`src/rtl/dmd_pkg.sv`:
```
package dmd_pkg;
  typedef enum logic {
    DIV_BASE  = 1'b0,
    DIV_PLUS1 = 1'b1
  } div_mode_e;
endpackage

```
`src/rtl/dmd_prescaler.sv`:
```
module dmd_prescaler #(
  parameter int MOD_V = 10
) (
  input  logic                clk,
  input  logic                rst,
  input  dmd_pkg::div_mode_e  mode_i,
  output logic                tc_o
);
  localparam int PW = $clog2(MOD_V + 1);
  localparam logic [PW-1:0] LAST_BASE = PW'(MOD_V - 1);
  localparam logic [PW-1:0] LAST_PLUS = PW'(MOD_V);

  logic [PW-1:0] pcnt;
  logic [PW-1:0] last_idx;

  assign last_idx = (mode_i == dmd_pkg::DIV_PLUS1) ? LAST_PLUS : LAST_BASE;
  assign tc_o     = (pcnt == last_idx);

  always_ff @(posedge clk) begin
    if (rst || tc_o) pcnt <= '0;
    else             pcnt <= pcnt + PW'(1);
  end

  // The period counter never runs past the long-period length.
  assert_count_bound_R1: assert property (@(posedge clk) disable iff (rst)
    pcnt <= LAST_PLUS);

  // The mode is only allowed to change at the start of a period.
  assert_mode_at_boundary_R3: assert property (@(posedge clk) disable iff (rst)
    (pcnt != '0) |-> $stable(mode_i));
endmodule

```
`src/rtl/dmd_downcnt.sv`:
```
module dmd_downcnt #(
  parameter int CNT_W = 8
) (
  input  logic             clk,
  input  logic             rst,
  input  logic [CNT_W-1:0] preset_i,
  input  logic             load_i,
  input  logic             dec_i,
  output logic [CNT_W-1:0] cnt_o,
  output logic             nz_o
);
  always_ff @(posedge clk) begin
    if (rst || load_i) begin
      cnt_o <= preset_i;
      nz_o  <= (preset_i != '0);
    end else if (dec_i && nz_o) begin
      cnt_o <= cnt_o - CNT_W'(1);
      nz_o  <= (cnt_o != CNT_W'(1));
    end
  end

  // Once at zero, the counter stays there until a load.
  assert_no_underflow_R4: assert property (@(posedge clk) disable iff (rst)
    (!nz_o && !load_i) |=> (!nz_o && cnt_o == '0));

  assert_status_tracks_count_R4: assert property (@(posedge clk) disable iff (rst)
    nz_o == (cnt_o != '0));
endmodule

```
`src/rtl/dmd_divider.sv`:
```
module dmd_divider #(
  parameter int MOD_V = 10,
  parameter int CNT_W = 8
) (
  input  logic             clk,
  input  logic             rst,
  input  logic [CNT_W-1:0] n1_preset,
  input  logic [CNT_W-1:0] n2_preset,
  output logic             cycle_pulse,
  output logic             mode_hi
);
  logic             tc;
  logic             reload;
  logic [CNT_W-1:0] cyc_cnt;
  logic             cyc_nz;
  logic [CNT_W-1:0] mode_cnt;
  logic             mode_nz;
  dmd_pkg::div_mode_e mode_sel;

  assign mode_sel = dmd_pkg::div_mode_e'(mode_nz);
  assign reload   = tc && (cyc_cnt <= CNT_W'(1));
  assign mode_hi  = mode_nz;

  dmd_prescaler #(.MOD_V(MOD_V)) u_presc (
    .clk    (clk),
    .rst    (rst),
    .mode_i (mode_sel),
    .tc_o   (tc)
  );

  dmd_downcnt #(.CNT_W(CNT_W)) u_cyc_cnt (
    .clk      (clk),
    .rst      (rst),
    .preset_i (n1_preset),
    .load_i   (reload),
    .dec_i    (tc),
    .cnt_o    (cyc_cnt),
    .nz_o     (cyc_nz)
  );

  dmd_downcnt #(.CNT_W(CNT_W)) u_mode_cnt (
    .clk      (clk),
    .rst      (rst),
    .preset_i (n2_preset),
    .load_i   (reload),
    .dec_i    (tc),
    .cnt_o    (mode_cnt),
    .nz_o     (mode_nz)
  );

  always_ff @(posedge clk) begin
    if (rst) cycle_pulse <= 1'b0;
    else     cycle_pulse <= reload;
  end

  assert_pulse_one_clock_R1: assert property (@(posedge clk) disable iff (rst)
    cycle_pulse |=> !cycle_pulse);

  assert_mode_rises_at_reload_R5: assert property (@(posedge clk) disable iff (rst)
    $rose(mode_hi) |-> cycle_pulse);

  // The cycle counter is reloaded before it ever reaches zero.
  assert_cycle_never_empty_R5: assert property (@(posedge clk) disable iff (rst)
    cycle_pulse |-> (cyc_nz || n1_preset == '0 || $past(n1_preset) == '0));
endmodule

```
`config.mk`:
```
export PLATFORM = sky130hd
export DESIGN_NAME = dmd_divider
export DESIGN_NICKNAME = d
export VERILOG_FILES = /design/src/rtl/dmd_pkg.sv /design/src/rtl/dmd_prescaler.sv /design/src/rtl/dmd_downcnt.sv /design/src/rtl/dmd_divider.sv
export SDC_FILE = /design/constraint.sdc
export NUM_CORES = 1
export LEC_CHECK = 0
export BUFFER_PORTS_ARGS = -buffer_cell sky130_fd_sc_hd__buf_4
export CAP_MARGIN = 40
export CORE_MARGIN = 2
export CORE_UTILIZATION = 40
export DETAILED_ROUTE_END_ITERATION = 7
export PLACE_DENSITY_LB_ADDON = 0.1
export SLEW_MARGIN = 20
export SYNTH_ARGS = -nofsm -noshare
export SYNTH_HDL_FRONTEND = slang
export SYNTH_SLANG_ARGS = --single-unit
```
`constraint.sdc`:
```
create_clock -name clk -period 1.81 [get_ports clk]
set_clock_uncertainty 0.15 [all_clocks]
set_input_delay 0.2715 -clock clk [delete_from_list [all_inputs] [get_ports clk]]
set_output_delay 0.2715 -clock clk [all_outputs]
set_load 0.1 [all_outputs]
```
==> results of run 1 <==
kinds of logic after synthesis:
logic type / count (synthesis) / share of synthesized area
compound gates: 7 / 0.0438
xor+xnor: 13 / 0.0814
fa+ha+maj: 5 / 0.0447
buf+inv: 8 / 0.0322
flops: 23 / 0.458
mux: 18 / 0.186
simple gates: 38 / 0.154
where the power goes:
group	internal [mW]	switching, mW	leakage (nW)	total (mW)
clock network	0.0862	0.162	0.0150	0.248
registers	0.618	0.0266	0.211	0.645
logic	0.178	0.119	0.555	0.297
total	0.882	0.307	0.782	1.19
per-stage QoR:
step / util / power (mW)
after detailed placement: 0.519 / 0.921
after global routing: 0.561 / 1.26
final: 0.561 / 1.19
after global placement: 0.519 / 0.911
after floorplan: - / 0.809
after CTS: 0.546 / 1.18
critical path, cell delays in order, from the launching register on:
cell	delay, ns
edfxtp_1	0.46
ha_2	0.22
o211a_4	0.24
a21oi_4	0.19
buf_6	0.18
mux2_4	0.31
flip-flops by register name, summed over array words and instances (netlist names):
signal and flops:
cycle_pulse 1, u_cyc_cnt.cnt_o 8, u_mode_cnt.cnt_o 8, u_cyc_cnt.nz_o 1, u_presc.pcnt 4, u_mode_cnt.nz_o 1
layout make-up:
type,count,area [um^2]
fill,312,1460
inverter,6,22.5
timing repair buffer,46,367
tap,46,57.6
clock buffer,4,26.3
multi-input combinational,81,759
sequential,23,641
routing by layer:
metal	track usage	share of wire	vias up
li1	-	-	510
met1	0.194	0.45	472
met2	0.271	0.51	13
met5	0	0	-
met3	0.0286	0.024	4
met4	0.0500	0.011	0
Yosys cell counts, types with 2 or more instances:
library cell / number
mux2i_1: 2
nor3b_1: 2
nor3_1: 4
nor4_1: 5
ha_1: 5
nand3_1: 3
dfxtp_1: 5
a21oi_1: 2
nand3b_1: 2
buf_6: 2
inv_1: 6
nand2_1: 11
xnor2_1: 6
nor4b_1: 2
edfxtp_1: 18
nor2_1: 5
xor2_1: 7
mux2_4: 16
how the worst max path moves through the flow:
stage,startpoint,end,slack [ns]
global placement,u_cyc_cnt.cnt_o[0],u_mode_cnt.nz_o,-0.17
finish,u_cyc_cnt.cnt_o[0],u_mode_cnt.cnt_o[6],-0.18
detailed placement,u_cyc_cnt.cnt_o[0],u_mode_cnt.cnt_o[5],-0.24
CTS,u_cyc_cnt.cnt_o[0],u_mode_cnt.cnt_o[6],-0.18
global route,u_cyc_cnt.cnt_o[0],u_mode_cnt.cnt_o[6],-0.24
floorplan,u_mode_cnt.nz_o,u_cyc_cnt.cnt_o[0],-0.67
timing repair:
action | CTS | global route
setup endpoints to repair | 36 | 36
hold buffers | 0 | 1
endpoints found under the hold margin | 0 | 3
pin swaps | 4 | 1
buffers inserted | 3 | 3
resized for setup | 10 | 4
==> run metrics, run 1 <==
status finished with violations; failing checks setup timing; max-slew violations 0; largest area contributor in the netlist edfxtp_1; number of setup violations in the final report 36; Clock Latency Late Sink approximately 0.32 ns; Synth Flop Type edfxtp_1; EDFF count, synth 18; CTS tree yes; Synth cell types 27; antenna violation net count after detailed routing 0; Tcrit/Tclk final 1.10; IO Count 20; Setup TNS -3.90 ns; vias in the first global route 1,068; layout cell share with drive strength beyond 1 0.475; most frequent cells in the layout buf_4, edfxtp_1, mux2_4, nand2_1, xor2_1; CTS Root Cell clkbuf_4; synthesis-stage register bit count 23; Crit Path Max Fanout 7; drt drc 0; drt first-iter violations 40; first-pass GRT wire length 4.76 mm; Worst setup EP type register; Syn Area/Cell between 10 and 15 um^2; async set or reset register ratio after synthesis 0; drt first pass iters 4; min-delay src n1_preset[3]; critical path arrival between 1.5 and 2 ns; placer congestion estimate roughly 0.75; PortBufs 19; Post-Syn Instances 112; Req. time, crit path 1.74 ns; area growth from synthesis to layout 33.9%; Worst R2R Start u_cyc_cnt.cnt_o[0]; final wirelength 2.88 mm; hold_ws 0.101 ns; normalized max-slew margin 0.749; effective utilization at floorplan 0.419; Post-Syn Area 1400 um^2; placed cells 195; FMAX 0.501 GHz; RR Endpoint u_mode_cnt.cnt_o[6]; total track usage 0.156; H-tree lvl count 1; RSZ-0062 raised after global routing yes; TritonCTS Buffers 3; via count 999; hold path depth 2; MaxCap Viol Count 0; Period minus WS final 1.99 ns; Setup Crit Path Kind reg2reg; Worst setup SP type register; Placed Area 1730 um^2; Worst Tran Pin Value 0.368 ns; pin count of the biggest net entering global routing 13; Yosys Warn Count 0; GR Overflow Total 0; sequential area share after synthesis 0.458; fin area between 1500 and 2000 um^2; HP Class in2reg; post-route insts no fill 206; HPWL Detailed roughly 2.2 mm; Antenna Cells 0; R2R setup slack -0.18 ns; num rows 21; post-route setup slack -0.185 ns; pwr/cell area 635 nW/um^2; peak supply drop 0.000364 V; most common cell after layout, fill and taps aside buf_4; worst reg2reg path depth 5; die width 63.1 um; die height 63.1 um; synth top area cells edfxtp_1, mux2_4, dfxtp_1; vias per inst 4.85; WL/cell 14.0 um; die area about 4000 um^2; P_leak a little under 0.8 nW; initial antenna violation count 0; Endpoint, Worst Hold u_cyc_cnt.cnt_o[3]; Fin. Hold Viols 0; top cell type's share of synthesized area 0.386; Post-Syn Nets 135; Reg clk slew, reported paths roughly 0.14 ns; Nets 184; Clock Tree Buf Depth 2; core region area 3340 um^2; pre-CTS setup slack -0.235 ns; CTS sink cnt 23
(Power assumes the default switching activity.)
==> run 2, diff against run 1 <==
--- a/config.mk
+++ b/config.mk
@@ -6,8 +6,6 @@
 export NUM_CORES = 1
 export LEC_CHECK = 0
 export BUFFER_PORTS_ARGS = -buffer_cell sky130_fd_sc_hd__buf_4
-export CAP_MARGIN = 40
-export CORE_MARGIN = 2
 export CORE_UTILIZATION = 40
 export DETAILED_ROUTE_END_ITERATION = 7
 export PLACE_DENSITY_LB_ADDON = 0.1
==> run metrics, run 2 (same netlist as run 1, synthesis figures left out) <==
Fill cells between 200 and 300; Worst setup SP type register; CTS sink cnt 23; Pint 0.897 mW; sw frac 0.256; die height 61.1 um; drt first-iter violations 38; pin count of the biggest net entering global routing 13; via count 1,023; DR WL met3 57 um; antenna violation net count after detailed routing 0; PortBufs 19; first-pass GRT wire length around 4.8 mm; hold_ws 0.115 ns; largest registers u_cyc_cnt.cnt_o (8), u_mode_cnt.cnt_o (8), u_presc.pcnt (4); Clock Power Share 0.203; status finished with violations; sequential share of power 0.534; effective utilization at floorplan 0.419; die width 61.1 um; area growth from synthesis to layout 42.4%; Crit Path Max Fanout 7; failing checks setup timing; final wirelength 2.84 mm; initial antenna violation count 0; Worst setup EP type register; Fin. Hold Viols 0; Antenna Cells 0; peak supply drop between 0.0003 and 0.0004 V; Nets 189; uppermost layer routed met4; post-route setup slack -0.192 ns; H-tree lvl count 1; MaxCap Viol Count 0; Clock Tree Buf Depth 2; TritonCTS Buffers 3; critical path arrival 1.93 ns; Switch Pwr 0.309 mW; GR Overflow Total 0; drt first pass iters 4; number of setup violations in the final report 36; HP Class in2reg; Tcrit/Tclk final 1.11; Period minus WS final 2.00 ns; normalized max-slew margin 0.695; CTS Root Cell clkbuf_4; DRT met1 WL 1.29 mm; Req. time, crit path 1.74 ns; P_leak 0.831 nW; drt drc 0; layout cell share with drive strength beyond 1 0.497; HPWL Detailed 1.98 mm; most frequent cells in the layout buf_4, edfxtp_1, mux2_4, nand2_1, xor2_1; vias in the first global route 1,087; core region area ~3300 um^2; pre-CTS setup slack -0.221 ns; FMAX 0.499 GHz; vias per inst about 4.8; Gate power share 0.263; Setup Crit Path Kind reg2reg; Reg clk slew, reported paths about 0.13 ns; CTS tree yes; num rows 21; Worst Tran Pin Value around 0.45 ns; placer congestion estimate 0.724; total track usage 0.177; IO Count 20; pwr/cell area about 610 nW/um^2; max-slew violations 0; most common cell after layout, fill and taps aside buf_4; met2 routed WL roughly 1.5 mm; die area ~3700 um^2; fin util 0.597; WL/cell 13.5 um; Clock Latency Late Sink just over 0.3 ns; RSZ-0062 raised after global routing yes
run 2: worst paths after layout:
check        slack, ns          startpoint             endpoint  cells past startpoint
max              -0.19  u_cyc_cnt.cnt_o[0]  u_mode_cnt.cnt_o[5]                      5
max reg2reg      -0.19  u_cyc_cnt.cnt_o[0]  u_mode_cnt.cnt_o[5]                      5
min reg2reg       0.41     u_presc.pcnt[0]      u_presc.pcnt[0]                      2
min               0.11        n1_preset[6]   u_cyc_cnt.cnt_o[6]                      2
run 2: power groups by stage:
stage	Clock (mW)	Sequential, mW	Combinational (mW)
2_1_floorplan	0	0.661	0.148
3_3_place_gp	0	0.654	0.261
3_5_place_dp	0	0.655	0.264
4_1_cts	0.256	0.644	0.310
5_1_grt	0.279	0.648	0.349
6_report	0.245	0.644	0.318
run 2: layout make-up:
type | instances | area [um^2] | area share
clock buffer | 4 | 26.3 | 0.0132
sequential | 23 | 641 | 0.322
tap | 46 | 57.6 | 0.0289
timing repair buffer | 49 | 424 | 0.213
inverter | 6 | 22.5 | 0.0113
multi-input combinational | 83 | 821 | 0.412
run 2: per-stage QoR:
stage	TNS, ns	instances	power (mW)	cell area (um^2)
after detailed placement	-5.98	194	0.919	1740
after global routing	-7.02	211	1.28	1990
final	-4.57	211	1.21	1990
after global placement	-5.10	194	0.914	1740
after CTS	-5.83	206	1.21	1950
after floorplan	-22.53	112	0.809	1400
run 2: critical path: stages, from the launching register on:
cell       delay (ns)
edfxtp_1         0.46
ha_2             0.21
o211a_4          0.24
a21oi_4          0.21
clkbuf_16        0.21
mux2_4           0.29
run 2: metal layers:
metal,GRT usage,vias up
li1,-,524
met1,0.230,485
met2,0.301,12
met3,0.0273,2
met4,0.0584,0
met5,0,-
run 2: what timing repair did:
action / CTS / global route
hold buffers: 0 / 1
cloned: 3 / 0
resized for setup: 21 / 2
endpoints found under the hold margin: 0 / 1
buffers inserted: 5 / 4
pin swaps: 3 / 2
endpoints found under the setup margin: 36 / 36
==> run 3, diff against run 2 <==
--- a/config.mk
+++ b/config.mk
@@ -7,9 +7,11 @@
 export LEC_CHECK = 0
 export BUFFER_PORTS_ARGS = -buffer_cell sky130_fd_sc_hd__buf_4
 export CORE_UTILIZATION = 40
+export CTS_BUF_LIST = sky130_fd_sc_hd__clkbuf_4 sky130_fd_sc_hd__clkbuf_8
 export DETAILED_ROUTE_END_ITERATION = 7
 export PLACE_DENSITY_LB_ADDON = 0.1
 export SLEW_MARGIN = 20
 export SYNTH_ARGS = -nofsm -noshare
 export SYNTH_HDL_FRONTEND = slang
+export SYNTH_HIERARCHICAL = 1
 export SYNTH_SLANG_ARGS = --single-unit
==> run metrics, run 3 <==
Endpoint, Worst Hold cycle_pulse; Fill cells 278; HPWL Detailed 2.35 mm; synth top area cells edfxtp_1, dfxtp_1, o21ai_0; EDFF count, synth 18; count leader, synth edfxtp_1; Worst setup SP type register; MaxCap Viol Count 0; area growth from synthesis to layout 40.0%; Tcrit/Tclk final 1.13; Clock Tree Buf Depth 2; drt drc 0; hold path depth 2; IO Count 20; largest registers u_cyc_cnt/cnt_o (8), u_mode_cnt/cnt_o (8), u_presc/pcnt (4); async set or reset register ratio after synthesis 0; die area 3520 um^2; post-route setup slack -0.240 ns; R2R setup slack -0.24 ns; total track usage 0.197; WP buf/inv 1; H-tree lvl count 1; synthesis-stage register bit count 23; area of the multi-input gates 788 um^2; Synth Flop Type edfxtp_1; Period minus WS final 2.05 ns; Worst R2R Start u_mode_cnt/nz_o; Syn Area/Cell 9.89 um^2; via count 1,194; Clock Latency Late Sink 0.31 ns; vias per inst 5.38; min-delay src rst; GR Overflow Total 0; RSZ-0062 raised after global routing yes; antenna violation net count after detailed routing 0; initial antenna violation count 0; Levels on crit path 8; HP Class in2reg; RR Endpoint u_mode_cnt/nz_o; Antenna Cells 0; Worst Tran Pin Value 0.352 ns; Setup Crit Path Kind reg2reg; FMAX 0.488 GHz; Yosys Warn Count 6; pre-CTS setup slack -0.339 ns; TritonCTS Buffers 3; drt first-iter violations 65; most common cell after layout, fill and taps aside buf_4; final wirelength 3.03 mm; Reg clk slew, reported paths 0.12 ns; normalized max-slew margin 0.759; Post-Syn Instances 133; largest area contributor in the netlist edfxtp_1; P_leak ~0.67 nW; Post-Syn Area 1320 um^2; CTS Root Cell clkbuf_4; num rows 20; failing checks setup timing; Worst setup EP type register; vias in the first global route 1,183; layout cell share with drive strength beyond 1 0.410; first-pass GRT wire length 5.09 mm; CTS tree yes; pwr/cell area 618 nW/um^2; Crit Path Max Fanout 5; sequential area share after synthesis 0.487; placer congestion estimate between 0.8 and 0.9; Post-Syn Nets approximately 160; status finished with violations; drt first pass iters 4; number of setup violations in the final report 36; max-slew violations 0; pin count of the biggest net entering global routing 13; CP top delay family simple AND/OR/NAND/NOR gates; most frequent cells after synthesis edfxtp_1, o21ai_0, nand2_1; core region area 3080 um^2; CTS sink cnt 23; die width 59.3 um; effective utilization at floorplan 0.427; top cell type's share of synthesized area 0.411; Critical Path Max Stage Delay approximately 0.43 ns; most frequent cells in the layout buf_4, edfxtp_1, nand2_1, o21ai_0; Nets 202; WL/cell 13.7 um; peak supply drop 0.000317 V; Req. time, crit path 1.72 ns; worst reg2reg path depth 8; hold_ws roughly 0.084 ns; Seq. cell area 641 um^2; PortBufs 19; Synth cell types 27; Fin. Hold Viols 0; slowest CP cell or3b_4; die height 59.3 um; cell mode on critical path nor2_4; CP Cell Sequence or3b_4, a21oi_4, nand2b_4, nor3_4, buf_6, nor2_4, nor2_4, a31oi_1; critical path arrival 1.96 ns
run 3: worst register-to-register path: stages, from the launching register on:
cell	delay (ns)
edfxtp_1	0.41
or3b_4	0.43
a21oi_4	0.17
nand2b_4	0.07
nor3_4	0.19
buf_6	0.15
nor2_4	0.06
nor2_4	0.10
a31oi_1	0.09
run 3: area by class of cell:
class                   instances  area share
repair buffers                 40       0.169
multi-input cells             107       0.428
clock buffers                   4      0.0163
inverters                       4     0.00816
flip-flops and latches         23       0.348
well taps                      44      0.0299
run 3: timing repair:
action | in CTS | in global routing
gates resized for setup | 12 | 17
buffers inserted | 2 | 0
pin swaps | 2 | 4
endpoints found under the setup margin | 36 | 36
hold buffers | 0 | 0
gates cloned | 3 | 0
run 3: worst max path at each step:
| stage | start | endpoint | slack, ns |
|---|---|---|---|
| 2_1_floorplan | u_mode_cnt/nz_o | u_mode_cnt/cnt_o[0] | -0.82 |
| 3_3_place_gp | u_mode_cnt/nz_o | u_mode_cnt/cnt_o[0] | -0.29 |
| 3_5_place_dp | u_mode_cnt/nz_o | u_mode_cnt/cnt_o[0] | -0.34 |
| 4_1_cts | u_mode_cnt/nz_o | u_mode_cnt/nz_o | -0.25 |
| 5_1_grt | u_mode_cnt/nz_o | u_mode_cnt/cnt_o[3] | -0.35 |
| 6_report | u_mode_cnt/nz_o | u_mode_cnt/nz_o | -0.24 |
run 3: cell families (layout without fill, tap and decap cells):
| logic type | after synthesis | in the layout | share of synthesized area |
|---|---|---|---|
| AND/OR/NAND/NOR | 65 | 68 | 0.285 |
| AO/OA/AOI/OAI | 29 | 29 | 0.129 |
| flip-flops | 23 | 23 | 0.487 |
| buffers and inverters | 6 | 48 | 0.0171 |
| adder cells (fa/ha/maj) | 5 | 5 | 0.0476 |
| XOR/XNOR | 5 | 5 | 0.0333 |
run 3: where the power goes:
group / switching, mW / internal (mW)
Sequential: 0.0237 / 0.612
Combinational: 0.122 / 0.124
Clock: 0.155 / 0.101
Total: 0.301 / 0.837
run 3: layer usage:
metal	up-vias	global-route usage	wire, um
met5	-	0	0
met4	0	0.0782	40
met3	4	0.0349	101
met2	21	0.350	1570
met1	569	0.233	1320
li1	600	-	-
run 3: metrics by stage:
step                      instances  total power [mW]  setup TNS, ns  area [um^2]   util
after CTS                       222              1.13          -7.74         1770  0.576
final                           222              1.14          -6.67         1840  0.598
after global routing            222              1.20         -10.59         1840  0.598
after global placement          213             0.860          -8.13         1670  0.543
after detailed placement        213             0.869          -9.49         1670  0.543
after floorplan                 133             0.763         -29.08         1360      -
